==> config.mk <==
export PLATFORM = sky130hd
export DESIGN_NAME = gpio_irq_bank
export DESIGN_NICKNAME = d
export VERILOG_FILES = /design/src/rtl/gpio_irq_pkg.sv /design/src/rtl/gpio_sync.sv /design/src/rtl/gpio_pin_detect.sv /design/src/rtl/gpio_bank_regs.sv /design/src/rtl/gpio_irq_bank.sv
export SDC_FILE = /design/constraint.sdc
export NUM_CORES = 1
export LEC_CHECK = 0
export BUFFER_PORTS_ARGS = -buffer_cell sky130_fd_sc_hd__buf_2
export CAP_MARGIN = 20
export CORE_ASPECT_RATIO = 0.6
export CORE_MARGIN = 4
export CORE_UTILIZATION = 25
export DETAILED_ROUTE_END_ITERATION = 10
export GPL_ROUTABILITY_DRIVEN = 0
export PLACE_DENSITY = 0.48
export SLEW_MARGIN = 20
export SYNTH_ARGS = -nofsm -noshare
export SYNTH_HDL_FRONTEND = slang
export SYNTH_SLANG_ARGS = --single-unit
export TNS_END_PERCENT = 100
==> constraint.sdc <==
create_clock -name clk -period 49.2 [get_ports clk]
set_clock_uncertainty 0.05 [all_clocks]
set_input_delay 9.84 -clock clk [delete_from_list [all_inputs] [get_ports clk]]
set_output_delay 9.84 -clock clk [all_outputs]
set_load 0.005 [all_outputs]
==> src/rtl/gpio_irq_pkg.sv <==
`timescale 1ns/1ps
package gpio_irq_pkg;
  localparam int BANK_BITS = 32;

  // register offsets inside one bank window
  localparam logic [4:0] OFS_OUT = 5'h00;
  localparam logic [4:0] OFS_SET = 5'h04;
  localparam logic [4:0] OFS_CLR = 5'h08;
  localparam logic [4:0] OFS_IN  = 5'h0C;
  localparam logic [4:0] OFS_ST  = 5'h10;
  localparam logic [4:0] OFS_STC = 5'h14;

  localparam int CFG_PAGE = 1;   // address bits above 8 select the config page
  localparam int CPU0_BIT = 2;   // routing bit that targets the CPU

  typedef enum logic [2:0] {
    TRIG_OFF  = 3'd0,
    TRIG_RISE = 3'd1,
    TRIG_FALL = 3'd2,
    TRIG_ANY  = 3'd3,
    TRIG_LOW  = 3'd4,
    TRIG_HIGH = 3'd5
  } trig_e;

  typedef struct packed {
    logic       inv;
    logic [4:0] route;
    logic [2:0] trig;
  } pin_cfg_t;
endpackage

==> src/rtl/gpio_sync.sv <==
`timescale 1ns/1ps
module gpio_sync #(
  parameter int W = 8
) (
  input  logic         clk,
  input  logic         rst_n,
  input  logic [W-1:0] d,
  output logic [W-1:0] q
);
  logic [W-1:0] meta_q;

  always_ff @(posedge clk or negedge rst_n) begin
    if (!rst_n) begin
      meta_q <= '0;
      q      <= '0;
    end else begin
      meta_q <= d;
      q      <= meta_q;
    end
  end
endmodule

==> src/rtl/gpio_pin_detect.sv <==
`timescale 1ns/1ps
module gpio_pin_detect
  import gpio_irq_pkg::*;
(
  input  logic       clk,
  input  logic       rst_n,
  input  logic       lvl,
  input  logic [2:0] trig,
  output logic       evt
);
  logic prev_q;

  always_ff @(posedge clk or negedge rst_n) begin
    if (!rst_n) prev_q <= 1'b0;
    else        prev_q <= lvl;
  end

  always_comb begin
    case (trig)
      TRIG_RISE: evt = lvl & ~prev_q;
      TRIG_FALL: evt = ~lvl & prev_q;
      TRIG_ANY:  evt = lvl ^ prev_q;
      TRIG_LOW:  evt = ~lvl;
      TRIG_HIGH: evt = lvl;
      default:   evt = 1'b0;
    endcase
  end
endmodule

==> src/rtl/gpio_bank_regs.sv <==
`timescale 1ns/1ps
module gpio_bank_regs #(
  parameter int BW = 32
) (
  input  logic          clk,
  input  logic          rst_n,
  input  logic          we_out,
  input  logic          we_set,
  input  logic          we_clr,
  input  logic          we_stc,
  input  logic [BW-1:0] wdata,
  input  logic [BW-1:0] evt,
  output logic [BW-1:0] out_q,
  output logic [BW-1:0] stat_q
);
  logic [BW-1:0] out_d;
  logic [BW-1:0] stat_d;
  logic          out_en;

  always_comb begin
    out_en = we_out | we_set | we_clr;
    out_d  = out_q;
    if (we_out)      out_d = wdata;
    else if (we_set) out_d = out_q | wdata;
    else if (we_clr) out_d = out_q & ~wdata;
    // an event in the same cycle as a clear keeps the bit set
    stat_d = (stat_q & ~(we_stc ? wdata : '0)) | evt;
  end

  always_ff @(posedge clk or negedge rst_n) begin
    if (!rst_n) begin
      out_q  <= '0;
      stat_q <= '0;
    end else begin
      if (out_en) out_q <= out_d;
      stat_q <= stat_d;
    end
  end
endmodule

==> src/rtl/gpio_irq_bank.sv <==
`timescale 1ns/1ps
module gpio_irq_bank
  import gpio_irq_pkg::*;
#(
  parameter int NPINS  = 40,
  parameter int ADDR_W = 12
) (
  input  logic                 clk,
  input  logic                 rst_n,
  input  logic                 bus_we,
  input  logic [ADDR_W-1:0]    bus_addr,
  input  logic [BANK_BITS-1:0] bus_wdata,
  output logic [BANK_BITS-1:0] bus_rdata,
  input  logic [NPINS-1:0]     pin_in,
  output logic [NPINS-1:0]     pin_out,
  output logic                 cpu_irq
);
  localparam int NBANK = (NPINS + BANK_BITS - 1) / BANK_BITS;
  localparam int PADW  = NBANK * BANK_BITS;
  localparam int CFG_W = $bits(pin_cfg_t);
  localparam logic [ADDR_W-9:0] CFG_PAGE_V = (ADDR_W-8)'(CFG_PAGE);

  // reset: asserted asynchronously, released through two flops
  logic rst_m_n, rst_q_n;
  always_ff @(posedge clk or negedge rst_n) begin
    if (!rst_n) begin
      rst_m_n <= 1'b0;
      rst_q_n <= 1'b0;
    end else begin
      rst_m_n <= 1'b1;
      rst_q_n <= rst_m_n;
    end
  end

  // address fields
  logic [ADDR_W-9:0] page;
  logic [2:0]        bsel;
  logic [4:0]        ofs;
  logic [5:0]        cidx;
  assign page = bus_addr[ADDR_W-1:8];
  assign bsel = bus_addr[7:5];
  assign ofs  = bus_addr[4:0];
  assign cidx = bus_addr[7:2];

  logic [NPINS-1:0] syn, lvl, evt, inv_v, cpu0_en, out_flat, stat_flat;
  logic [NPINS-1:0][CFG_W-1:0] cfg_all;

  gpio_sync #(.W(NPINS)) u_sync (
    .clk(clk), .rst_n(rst_q_n), .d(pin_in), .q(syn)
  );

  // per-pin configuration and detector
  for (genvar i = 0; i < NPINS; i++) begin : g_pin
    pin_cfg_t cfg_q, cfg_d;
    logic     cfg_we;

    always_comb begin
      cfg_we = bus_we && (page == CFG_PAGE_V) && (bus_addr[1:0] == 2'b00)
               && (int'(cidx) == i);
      cfg_d  = pin_cfg_t'(bus_wdata[CFG_W-1:0]);
    end

    always_ff @(posedge clk or negedge rst_q_n) begin
      if (!rst_q_n)    cfg_q <= '0;
      else if (cfg_we) cfg_q <= cfg_d;
    end

    assign cfg_all[i] = cfg_q;
    assign inv_v[i]   = cfg_q.inv;
    assign cpu0_en[i] = cfg_q.route[CPU0_BIT];
    assign lvl[i]     = syn[i] ^ inv_v[i];

    gpio_pin_detect u_det (
      .clk(clk), .rst_n(rst_q_n), .lvl(lvl[i]), .trig(cfg_q.trig), .evt(evt[i])
    );
  end

  // per-bank output and status registers
  for (genvar b = 0; b < NBANK; b++) begin : g_bank
    localparam int LO = b * BANK_BITS;
    localparam int BW = (NPINS - LO > BANK_BITS) ? BANK_BITS : (NPINS - LO);
    logic          hit;
    logic [BW-1:0] out_q_b, stat_q_b;

    assign hit = bus_we && (page == '0) && (int'(bsel) == b);

    gpio_bank_regs #(.BW(BW)) u_regs (
      .clk    (clk),
      .rst_n  (rst_q_n),
      .we_out (hit && (ofs == OFS_OUT)),
      .we_set (hit && (ofs == OFS_SET)),
      .we_clr (hit && (ofs == OFS_CLR)),
      .we_stc (hit && (ofs == OFS_STC)),
      .wdata  (bus_wdata[BW-1:0]),
      .evt    (evt[LO +: BW]),
      .out_q  (out_q_b),
      .stat_q (stat_q_b)
    );

    assign out_flat[LO +: BW]  = out_q_b;
    assign stat_flat[LO +: BW] = stat_q_b;
  end

  assign pin_out = out_flat;
  assign cpu_irq = |(stat_flat & cpu0_en);

  // read path
  logic [PADW-1:0] out_pad, lvl_pad, stat_pad;
  assign out_pad  = PADW'(out_flat);
  assign lvl_pad  = PADW'(lvl);
  assign stat_pad = PADW'(stat_flat);

  always_comb begin
    bus_rdata = '0;
    if (page == '0) begin
      for (int b = 0; b < NBANK; b++) begin
        if (int'(bsel) == b) begin
          case (ofs)
            OFS_OUT:         bus_rdata = out_pad[b*BANK_BITS +: BANK_BITS];
            OFS_IN:          bus_rdata = lvl_pad[b*BANK_BITS +: BANK_BITS];
            OFS_ST, OFS_STC: bus_rdata = stat_pad[b*BANK_BITS +: BANK_BITS];
            default:         bus_rdata = '0;
          endcase
        end
      end
    end else if (page == CFG_PAGE_V && bus_addr[1:0] == 2'b00) begin
      for (int p = 0; p < NPINS; p++) begin
        if (int'(cidx) == p) bus_rdata = {{(BANK_BITS-CFG_W){1'b0}}, cfg_all[p]};
      end
    end
  end
endmodule

==> reports/results.tsv <==
metric	value	unit
outcome	finished clean	
multi_input_area	0.0130	mm2
fmax	0.0413	GHz
overflow	0	
hold_class	reg2reg	
nets	2789	
register_area	0.0141	mm2
fp.dieW	441	um
ys_seq_area_share	50.1	%
total_power	992	uW
via_per_inst	5.23	
ant_nets	0	
cts.path.max_buffers	3	
grt_pass1_wl	158	mm
start_util	25.4	%
synth-edff-count	0	
vias	21800	
grt_max_degree	164	
cts-resized-gates	0	
finalHoldViolations	0	
slew_viol_final	0	
ys_warn_count	0	
syn_avg_cell_area	11.2	um2
first_iter_violations	2566	
synth.cell_area	0.0281	mm2
insertion_delay	630	ps
drt_pre_antenna_iters	9	
clkTransAtPathRegs	70	ps
power_density	30.6	mW/mm2
setup_viol	0	
max_slew_margin	25.1	%
worstPathMaxFanout	55	
wl_per_cell	26.3	um
synthFlopType	dfrtp_1	
p_leak	0.0151	uW
hold_buffers	0	
grt_pass1_vias	21200	
cp-start-kind	input pin	
grt_use_total	18.2	%
fin_crit	24220	ps
pin_count	160	
ys_ff_latch	562	
grt_antenna_before_repair	8	
die_h	268	um
required	39310	ps
rsz0062_at_grt	no	
vdd_drop_max	24.8	uV
fp.coreArea	0.111	mm2
synthToLayoutAreaGrowth	15.2	%
hpwl	78.7	mm
fin_crit_sh	49.2	%
ys_async_sr_fraction	100	%
drive_above_1_share	27.3	%
whs	296	ps
io_buffer_count	159	
path_class	in2out	
cts_buffers	53	
rows	94	
drc	0	
routed_wl	109	mm
cts.sinks	562	
cts-htree-levels	2	
fillers	11600	
drv_cap	0	
synth_fp_nets	2676	
cts_setup_buffers	0	
crit_arrival	14330	ps
root_buffer	clkbuf_16	
cts_tree	done	
netlist_instances	2509	
die_area	0.118	mm2
setup_tns	0	ps
worstSetupEndpointType	primary output	
max_slew.worst_pin.slew	1120	ps
synth_cell_types	86	
where the power goes:
part | internal [uW] | switching (uW)
clock network | 253 | 194
logic | 17.5 | 47.6
registers | 470 | 9.19
cells in the final DEF (no fill, tap or decap), types with 11 or more instances in the layout:
master     Yosys  layout
mux2i_1       17      17
a22o_1        85      85
a21oi_1      146     146
nor3_2        10      12
nor2b_1       11      11
nor2_1       202     200
clkbuf_1      76      15
xor2_1        30      29
a221oi_1      12      12
a211oi_1      17      17
buf_4         11      47
nor2_2        19      19
a222oi_1      34      34
nand3_1       28      28
mux2_2       364     364
and2_1        11      11
nor3_1        51      48
o211ai_1      16      16
inv_1        104     104
xnor2_1       12      11
a22oi_1       52      52
o221ai_1      14      14
o21ai_0      136     136
o22ai_1       14      14
a21o_1        30      30
ha_1          80      80
clkbuf_8       0      14
clkbuf_16      0      55
and3_1        15      15
buf_2         54     157
nand2_1      138     138
dfrtp_1      562     561
layout make-up:
class	instances	area share (%)
clock buffer	84	5.02
clock inverter	16	0.669
timing repair buffer	206	3.66
multi-input combinational	1695	40.2
antenna	3	0.0232
inverter	104	1.21
sequential	562	43.5
tap	1488	5.75
per-stage QoR:
step | utilization (%) | instances | worst slack (ps) | cell area [um2]
floorplan | - | 2509 | 27670 | 28100
global placement | 27.6 | 4053 | 25120 | 30500
detailed placement | 27.6 | 4053 | 24940 | 30500
CTS | 29.2 | 4153 | 24940 | 32300
global route | 29.3 | 4157 | 24830 | 32400
finish | 29.3 | 4158 | 24980 | 32400
flip-flops by register name, indices dropped and copies added (netlist names), named ones only:
| register | cells |
|---|---|
| g_pin.u_det.prev_q | 40 |
| cfg_all | 360 |
| u_sync.q | 40 |
| u_sync.meta_q | 40 |
| rst_q_n | 1 |
| rst_m_n | 1 |
| g_bank.u_regs.stat_q | 40 |
Yosys cell counts (all sizes together) (28+ instances only):
| cell | n | area share, % |
|---|---|---|
| dfrtp | 562 | 50 |
| mux2 | 364 | 15 |
| nor2 | 223 | 3.2 |
| a21oi | 146 | 2.6 |
| nand2 | 141 | 1.9 |
| o21ai | 141 | 2.5 |
| inv | 104 | 1.4 |
| a22o | 85 | 2.6 |
| ha | 80 | 3.6 |
| clkbuf | 76 | 1.0 |
| buf | 72 | 1.5 |
| nor3 | 68 | 1.7 |
| a22oi | 52 | 1.4 |
| a222oi | 34 | 1.2 |
| a21o | 30 | 0.80 |
| xor2 | 30 | 0.94 |
| nand3 | 28 | 0.50 |
logic make-up after synthesis:
family	synth area share, %
AOI/OAI and AO/OA	15.4
xor gates and xnor gates	1.31
adders and majority gates	3.56
buffers and inverters	3.86
DFF	50.1
muxes	15.7
other	0.0133
and+or+nand+nor	10.1
routing by layer:
layer	global-route usage, %	wire length, um	vias up
li1	-	-	9415
met1	28.2	52700	11300
met2	25.2	44400	888
met3	4.49	9850	126
met4	3.83	2240	2
met5	0	13	-
final timing paths:
path,endpoint,startpoint,cells after the start,slack (ps)
min in group asynchronous,u_sync.q[35],rst_q_n,0,410
min reg2reg,u_sync.q[31],u_sync.meta_q[31],0,300
max,bus_rdata[2],bus_addr[3],9,24980
max in group asynchronous,rst_q_n,rst_n,1,40040
min,u_sync.q[31],u_sync.meta_q[31],0,300
max reg2reg,cfg_all[96],rst_q_n,3,45460
critical path, cell delays in order:
cell       delay (ps)
buf_4             340
buf_4             440
nor4b_2           940
and2_1            590
a211oi_1          150
a2111oi_0         600
o21ai_0           510
a211oi_1          650
buf_2             230
(Power assumes the default switching activity.)
